--- src/rtl/sclWatchPkg.sv ---
package sclWatchPkg;
  // strobes from control to the run counter
  typedef struct packed {
    logic clrRun;   // restart the high-run count
    logic advRun;   // count one more high cycle
  } runStrobes_t;
endpackage

--- src/rtl/sclWatchDatapath.sv ---
module sclWatchDatapath
  import sclWatchPkg::*;
#(
  parameter int LONG_LIMIT  = 4096,
  parameter int SHORT_LIMIT = 1024,
  parameter int SYNC_STAGES = 2
) (
  input  logic        clk,
  input  logic        rstN,
  input  logic        sclIn,
  input  logic        selectShort,
  input  runStrobes_t strb,
  output logic        sclSync,
  output logic        limitReached
);
  localparam int CNT_W = $clog2(LONG_LIMIT + 1);
  localparam logic [CNT_W-1:0] LONG_LIM  = CNT_W'(LONG_LIMIT);
  localparam logic [CNT_W-1:0] SHORT_LIM = CNT_W'(SHORT_LIMIT);

  logic [SYNC_STAGES-1:0] syncChain;
  logic [CNT_W-1:0]       runCnt;
  logic [CNT_W-1:0]       activeLimit;

  always_ff @(posedge clk or negedge rstN) begin
    if (!rstN) syncChain <= '0;
    else       syncChain <= {syncChain[SYNC_STAGES-2:0], sclIn};
  end
  assign sclSync = syncChain[SYNC_STAGES-1];

  assign activeLimit = selectShort ? SHORT_LIM : LONG_LIM;

  always_ff @(posedge clk or negedge rstN) begin
    if (!rstN)            runCnt <= '0;
    else if (strb.clrRun) runCnt <= '0;
    else if (strb.advRun) runCnt <= runCnt + 1'b1;
  end

  assign limitReached = (runCnt >= activeLimit);


  run_restart_chk: assert property (@(posedge clk) disable iff (!rstN)
    strb.clrRun |=> (runCnt == '0));


  no_overflow_chk: assert property (@(posedge clk) disable iff (!rstN)
    runCnt <= LONG_LIM);
endmodule

--- src/rtl/sclWatchCtrl.sv ---
module sclWatchCtrl
  import sclWatchPkg::*;
(
  input  logic        clk,
  input  logic        rstN,
  input  logic        busBusy,
  input  logic        sclSync,
  input  logic        detectEn,
  input  logic        ifEnable,
  input  logic        ifReset,
  input  logic        limitReached,
  output runStrobes_t strb,
  output logic        timeoutFlag,
  output logic        timeoutIrq
);
  logic clearCmd;
  logic setNow;

  assign clearCmd    = !ifEnable || ifReset;
  assign strb.clrRun = clearCmd || !detectEn || !busBusy || !sclSync;
  assign strb.advRun = !strb.clrRun && !timeoutFlag && !limitReached;
  assign setNow      = !strb.clrRun && !timeoutFlag && limitReached;

  always_ff @(posedge clk or negedge rstN) begin
    if (!rstN) begin
      timeoutFlag <= 1'b0;
      timeoutIrq  <= 1'b0;
    end else begin
      timeoutIrq <= setNow;
      if (clearCmd)    timeoutFlag <= 1'b0;
      else if (setNow) timeoutFlag <= 1'b1;
    end
  end


  no_set_when_off_chk: assert property (@(posedge clk) disable iff (!rstN)
    (!detectEn && !timeoutFlag) |=> !timeoutFlag);


  flag_sticky_chk: assert property (@(posedge clk) disable iff (!rstN)
    (timeoutFlag && ifEnable && !ifReset) |=> timeoutFlag);


  disable_clears_chk: assert property (@(posedge clk) disable iff (!rstN)
    !ifEnable |=> !timeoutFlag);


  reset_cmd_clears_chk: assert property (@(posedge clk) disable iff (!rstN)
    ifReset |=> !timeoutFlag);


  irq_with_flag_chk: assert property (@(posedge clk) disable iff (!rstN)
    timeoutIrq |-> timeoutFlag);


  irq_single_chk: assert property (@(posedge clk) disable iff (!rstN)
    timeoutIrq |=> !timeoutIrq);
endmodule

--- src/rtl/sclHighWatch.sv ---
module sclHighWatch
  import sclWatchPkg::*;
#(
  parameter int LONG_LIMIT  = 4096,
  parameter int SHORT_LIMIT = 1024
) (
  input  logic clk,
  input  logic rstN,
  input  logic busBusy,
  input  logic sclIn,
  input  logic detectEn,
  input  logic selectShort,
  input  logic ifEnable,
  input  logic ifReset,
  output logic timeoutFlag,
  output logic timeoutIrq
);
  runStrobes_t strb;
  logic        sclSync;
  logic        limitReached;

  sclWatchDatapath #(
    .LONG_LIMIT (LONG_LIMIT),
    .SHORT_LIMIT(SHORT_LIMIT),
    .SYNC_STAGES(2)
  ) u_dp (
    .clk         (clk),
    .rstN        (rstN),
    .sclIn       (sclIn),
    .selectShort (selectShort),
    .strb        (strb),
    .sclSync     (sclSync),
    .limitReached(limitReached)
  );

  sclWatchCtrl u_ctrl (
    .clk         (clk),
    .rstN        (rstN),
    .busBusy     (busBusy),
    .sclSync     (sclSync),
    .detectEn    (detectEn),
    .ifEnable    (ifEnable),
    .ifReset     (ifReset),
    .limitReached(limitReached),
    .strb        (strb),
    .timeoutFlag (timeoutFlag),
    .timeoutIrq  (timeoutIrq)
  );
endmodule

--- config.mk ---
export PLATFORM = sky130hd
export DESIGN_NAME = sclHighWatch
export DESIGN_NICKNAME = d
export VERILOG_FILES = /design/src/rtl/sclWatchPkg.sv /design/src/rtl/sclWatchDatapath.sv /design/src/rtl/sclWatchCtrl.sv /design/src/rtl/sclHighWatch.sv
export SDC_FILE = /design/constraint.sdc
export NUM_CORES = 1
export LEC_CHECK = 0
export CAP_MARGIN = 0
export CORE_MARGIN = 2
export CORE_UTILIZATION = 46
export DETAILED_ROUTE_END_ITERATION = 10
export PLACE_DENSITY = 0.65
export SLEW_MARGIN = 40
export SYNTH_ARGS = -nofsm -noshare
export SYNTH_HDL_FRONTEND = slang
export SYNTH_SLANG_ARGS = --single-unit
--- constraint.sdc ---
create_clock -name clk -period 2.7 [get_ports clk]
set_input_delay 0.54 -clock clk [delete_from_list [all_inputs] [get_ports clk]]
set_output_delay 0.54 -clock clk [all_outputs]
set_load 0.01 [all_outputs]
==> results of run 1 <==
==> report_power, final <==
part           total (mW)  internal, mW  leakage (nW)  switching, mW
sequential          0.257         0.256         0.233       0.000783
clock               0.135        0.0551        0.0177         0.0797
combinational      0.0324        0.0167         0.233         0.0157
total               0.424         0.328         0.483         0.0961
==> per-stage QoR <==
stage | setup WS [ps] | power (mW) | TNS, ps | cells | hold slack, ps
after floorplan | 377 | 0.275 | 0 | 98 | 244
after global placement | -18.9 | 0.295 | -18.9 | 136 | 333
after detailed placement | -90.5 | 0.296 | -90.5 | 136 | 340
after CTS | 211 | 0.433 | 0 | 140 | 365
after global routing | 138 | 0.451 | 0 | 140 | 164
final | 210 | 0.424 | 0 | 140 | 153
==> how the worst max path moves through the flow <==
stage	startpoint	slack (ps)	to	depth (start not counted)
floorplan	selectShort	380	u_dp.runCnt[9]$_DFFE_PN0P_	7
global placement	selectShort	-20	u_dp.runCnt[9]$_DFFE_PN0P_	7
detailed placement	selectShort	-90	u_dp.runCnt[9]$_DFFE_PN0P_	7
CTS	selectShort	210	u_dp.runCnt[9]$_DFFE_PN0P_	7
global route	selectShort	140	u_dp.runCnt[9]$_DFFE_PN0P_	7
finish	selectShort	210	u_dp.runCnt[9]$_DFFE_PN0P_	7
==> worst register-to-register path, cell delays in order (launching register included) <==
cell and delay [ps]:
dfrtp_1 440, inv_1 60, ha_1 200, nor4b_1 140, and3_1 200, or3_4 420, or4_1 520, a21oi_1 150
==> logic make-up after synthesis <==
logic type                 after synthesis  synth area share (%)
AOI/OAI and AO/OA                       17                  12.2
xor gates and xnor gates                 4                  3.70
adders and majority gates                4                  5.28
buffers and inverters                    7                  3.96
DFF                                     17                  44.9
and+or+nand+nor                         49                  30.0
==> area by class of cell <==
type                       instances  share of cell area (%)
inverter                           3                    1.01
multi-input combinational         74                    43.5
clock inverter                     1                   0.450
sequential                        17                    38.2
clock buffer                       3                    2.02
tap                               27                    3.04
timing repair buffer              15                    11.7
==> synth_stat cells, drive strengths merged <==
master  instances  share of area (%)
a211o           3                2.8
a21o            1               0.79
a21oi           5                2.6
a221o           1                1.1
and3            6                4.0
and4            1               0.92
buf             2                2.0
clkbuf          2               0.79
dfrtp          17                 45
ha              4                5.3
inv             3                1.2
nand2           6                2.4
nand2b          3                2.0
nand3           5                2.6
nand4           2                1.3
nor2            8                3.2
nor3            2                1.1
nor3b           3                2.4
nor4            5                3.3
nor4b           2                1.8
nor4bb          1                1.1
o21a            1               0.79
o21ai           3                1.6
o31a            1               0.92
o31ai           2                1.6
or2             1               0.66
or3             3                2.5
or4             1               0.79
xnor2           4                3.7
==> registers in the layout (all words and copies together), names as in the netlist <==
signal              flops
u_ctrl.timeoutFlag      1
u_ctrl.timeoutIrq       1
u_dp.runCnt            13
u_dp.syncChain          2
==> routing by layer <==
metal	track usage (%)	vias to the layer above
met1	25.1	361
met2	26.4	16
met3	4.29	4
li1	-	390
met4	8.33	0
met5	0	-
==> placed cells by master, fill, tap and decap left out, types with 2 or more instances in the layout <==
cell              n
nand3_1           5
xnor2_1           4
inv_1             3
or3_1             2
nor3b_1           3
nand2b_1          3
and3_1            6
dfrtp_1          17
ha_1              4
nand4_1           2
a21oi_1           5
buf_4             6
nor4_1            5
clkdlybuf4s50_1   8
nand2_1           6
a211o_1           3
nor4b_1           2
o21ai_0           3
o31ai_1           2
nor2_1            8
clkbuf_4          3
nor3_1            2
==> results.json, run 1 <==
{
  "die_h_um": 49.4,
  "cp_slowest_cell": "or4_1",
  "core_area_mm2": 0.00194,
  "cp_num_buf_inv": 1,
  "grt_usage_pct": 18.0,
  "max_stage_delay_ps": 520,
  "crit_arrival_ps": 2710,
  "synth.avg_cell_area_um2": 9.66,
  "syn_inst": 98,
  "timing.rr.start": "u_dp.runCnt[0]$_DFFE_PN0P_",
  "critical_path.max_fanout": 6,
  "wl_mm": 1.86,
  "drv_cap": 0,
  "nets": 126,
  "worst_pin_slew_ps": 384,
  "p_leak_nw": 0.483,
  "cts_made_buffers": 3,
  "highest_layer": "met4",
  "cts-root-buf": "clkbuf_4",
  "min_period_over_period_pct": 92.2,
  "r2r_slack_ps": 510,
  "m1WireLength_um": 943,
  "place_hpwl_mm": 1.36,
  "start_util_pct": 48.8,
  "clk_pin_slew_ps": 100,
  "crit_chain": "clkdlybuf4s50_1 -> ha_1 -> nor4bb_1 -> and3_1 -> or3_4 -> or4_1 -> a21oi_1",
  "max_slew_margin_pct": 74.4,
  "clock_latency_ps": 290,
  "wl_met3_um": 71,
  "cts_sinks": 17,
  "num_antenna_cells": 0,
  "die-area_mm2": 0.00244,
  "yosys_warnings": 0,
  "syn-cell-area_um2": 947,
  "grt_pass1_vias": 759,
  "rsz0062_at_grt": "false",
  "via_per_inst": 5.51,
  "ys_seq_elements": 17,
  "dr.pass1.iters": 4,
  "final.min_clock_period_ps": 2490,
  "post_cts_buffers": 0,
  "multi_input_comb_area_um2": 484,
  "crit_family": "simple AND/OR/NAND/NOR gates",
  "seq_area_frac_synth_pct": 44.9,
  "fin_util_pct": 57.3,
  "grt_max_degree": 18,
  "io_pins": 10,
  "crit_path_end_kind": "flop",
  "cts_tree": "built",
  "hold_viol": 0,
  "rr_worst_depth": 7,
  "p_per_area_mw_per_mm2": 381,
  "ys_types": 31,
  "fin_worst_skew_ps": 3.26,
  "fmax_ghz": 0.402,
  "vias": 771,
  "grt_pass1_wl_mm": 3.35,
  "min_path_type": "in -> async",
  "antenna_found_initial": 0,
  "cts.repair.resized": 0,
  "slew_viol_final": 0,
  "status": "complete, no violations",
  "final-setup-viol-count": 0,
  "timing.rr.end": "u_dp.runCnt[9]$_DFFE_PN0P_",
  "clock_tree.buffer_depth": 2,
  "crit_required_ps": 2920,
  "finalInstanceArea_mm2": 0.00111,
  "gp_congestion": 0.884,
  "ant_nets": 0,
  "crit_path_start_kind": "primary input",
  "vdd_drop_max_uv": 226,
  "layout.area.seq_um2": 425,
  "grt-ovfl-total": 0,
  "drc": 0,
  "htreeDepth": 1,
  "die_w_um": 49.4,
  "synth_fp_nets": 110,
  "row_count": 16,
  "met2WireLength_um": 813,
  "cts_hold_repair.buffers": 0,
  "drt-initial-drc-count": 19,
  "placed_cell_area_mm2": 0.00109,
  "final_layout_size_suffix_gt1_share_pct": 10.6,
  "syn_to_final_growth_pct": 17.4,
  "n_fill_cell": 184,
  "wl_per_cell_um": 13.3,
  "path_class": "in -> reg",
  "io_buffer_count": 9
}
Note: power is estimated with default switching activity, not from simulation.
==> run 2: changes to the inputs <==
--- a/config.mk
+++ b/config.mk
@@ -12,3 +12,3 @@
 export PLACE_DENSITY = 0.65
-export SLEW_MARGIN = 40
+export SLEW_MARGIN = 10
 export SYNTH_ARGS = -nofsm -noshare
--- a/constraint.sdc
+++ b/constraint.sdc
@@ -3,2 +3,2 @@
 set_output_delay 0.54 -clock clk [all_outputs]
-set_load 0.01 [all_outputs]
+set_load 0.005 [all_outputs]
==> run 2 against run 1 <==
Register-to-register slack is essentially flat. Largest cell class unchanged. Non-clock buffer count is the same. Clock power is essentially flat.
==> results.json, run 2 (synthesis results as in run 1) <==
{
  "io_pins": 10,
  "crit_path_end_kind": "flop",
  "max_stage_delay_ps": 520,
  "die_w_um": 49.4,
  "clk_pin_slew_ps": 100,
  "fin_worst_skew_ps": 3.25,
  "gp_congestion": 0.884,
  "ant_nets": 0,
  "final_layout_size_suffix_gt1_share_pct": 9.73,
  "syn_to_final_growth_pct": 18.0,
  "nets": 126,
  "r2r_slack_ps": 510,
  "wl_mm": 1.86,
  "cts.repair.resized": 0,
  "fin_util_pct": 57.5,
  "status": "complete, no violations",
  "path_class": "in -> reg",
  "final_common_cell": "dfrtp_1",
  "slew_viol_final": 0,
  "drv_cap": 0,
  "final.min_clock_period_ps": 2490,
  "min_path_cells": 0,
  "vdd_drop_max_uv": 225,
  "cts_made_buffers": 3,
  "grt_max_degree": 18,
  "place_inst": 136,
  "via_per_inst": 5.49,
  "mostFrequentLayoutCells": "17 x dfrtp_1, 9 x clkdlybuf4s50_1, 8 x nor2_1",
  "cp_slowest_cell": "or4_1",
  "vias": 769,
  "wl_per_cell_um": 13.3,
  "cts_sinks": 17,
  "core_area_mm2": 0.00194,
  "worst_pin_slew_ps": 762,
  "clock_latency_ps": 290,
  "io_buffer_count": 9,
  "final-setup-viol-count": 0,
  "hold_viol": 0,
  "min_path_type": "reg -> reg",
  "stdcell_count": 140,
  "place_hpwl_mm": 1.36,
  "grt_usage_pct": 18.0,
  "fin_tns_setup_ps": 0,
  "critical_path.max_fanout": 6,
  "regMostFlops": "u_dp.runCnt",
  "crit_required_ps": 2920,
  "start_util_pct": 48.8,
  "post_cts_buffers": 0,
  "p_leak_nw": 0.483,
  "cts-root-buf": "clkbuf_4",
  "antenna_found_initial": 0,
  "htreeDepth": 1,
  "p_per_area_mw_per_mm2": 380,
  "holdPathEnd": "u_dp.syncChain[1]$_DFF_PN0_",
  "drc": 0,
  "timing.rr.start": "u_dp.runCnt[0]$_DFFE_PN0P_",
  "holdCritStartpoint": "u_dp.syncChain[0]$_DFF_PN0_",
  "die-area_mm2": 0.00244,
  "drt-initial-drc-count": 19,
  "clock_tree.buffer_depth": 2,
  "grt-ovfl-total": 0,
  "num_antenna_cells": 0,
  "row_count": 16,
  "startpoint": "selectShort",
  "crit_arrival_ps": 2720,
  "cts_hold_repair.buffers": 0,
  "min_period_over_period_pct": 92.3,
  "largest_reg_flops": 13,
  "crit_path_start_kind": "primary input",
  "reg_top3": "u_dp.runCnt x13, u_dp.syncChain x2",
  "grt_pass1_vias": 759,
  "rr_worst_depth": 7,
  "die_h_um": 49.4,
  "max_slew_margin_pct": 49.1,
  "fmax_ghz": 0.401,
  "dr.pass1.iters": 4,
  "grt_pass1_wl_mm": 3.35,
  "cts_tree": "built",
  "timing.rr.end": "u_dp.runCnt[9]$_DFFE_PN0P_",
  "rsz0062_at_grt": "false",
  "crit_chain": "clkdlybuf4s50_1 -> ha_1 -> nor4bb_1 -> and3_1 -> or3_4 -> or4_1 -> a21oi_1"
}
run 2: cell types whose count changed in the layout (fill, tap and decap cells not counted), sizes merged:
cell and delta:
clkdlybuf4s50 +1, buf -1
run 2: layout make-up:
cell class | count | area [µm²]
flip-flops and latches | 17 | 425
inverters | 3 | 11.3
well taps | 27 | 33.8
repair buffers | 15 | 135
clock inverters | 1 | 5.00
multi-input cells | 74 | 484
fillers | 184 | 825
clock buffers | 3 | 22.5
run 2: critical path: cells and delay by family:
family                     cells  cell delay (ps)
and+or+nand+nor                4             1260
buffers and inverters          1              430
adders and majority gates      1              330
AOI/OAI and AO/OA              1              150
run 2: power by group:
| part | total, mW | internal, mW | switching [mW] |
|---|---|---|---|
| registers | 0.257 | 0.256 | 0.000782 |
| clock network | 0.135 | 0.0551 | 0.0797 |
| logic | 0.0330 | 0.0175 | 0.0156 |
| total | 0.425 | 0.329 | 0.0961 |
run 2: how the worst max path moves through the flow:
stage | to | slack, ps | cells after the start
finish | u_dp.runCnt[9]$_DFFE_PN0P_ | 210 | 7
CTS | u_dp.runCnt[9]$_DFFE_PN0P_ | 210 | 7
floorplan | u_dp.runCnt[9]$_DFFE_PN0P_ | 380 | 7
global route | u_dp.runCnt[9]$_DFFE_PN0P_ | 140 | 7
detailed placement | u_dp.runCnt[9]$_DFFE_PN0P_ | -90 | 7
global placement | u_dp.runCnt[9]$_DFFE_PN0P_ | -20 | 7
run 2: layer usage:
layer	global-route usage, %	wire length (µm)	up-vias
li1	-	-	390
met1	25.1	944	357
met2	26.4	812	18
met3	4.29	75	4
met4	8.33	27	0
met5	0	0	-
run 2: stage by stage:
step	area [µm²]	worst slack (ps)	hold slack (ps)	total power, mW
floorplan	947	377	244	0.275
finish	1120	209	361	0.425
global route	1120	138	370	0.452
global placement	1090	-18.9	333	0.295
CTS	1120	211	365	0.433
detailed placement	1090	-90.5	340	0.296
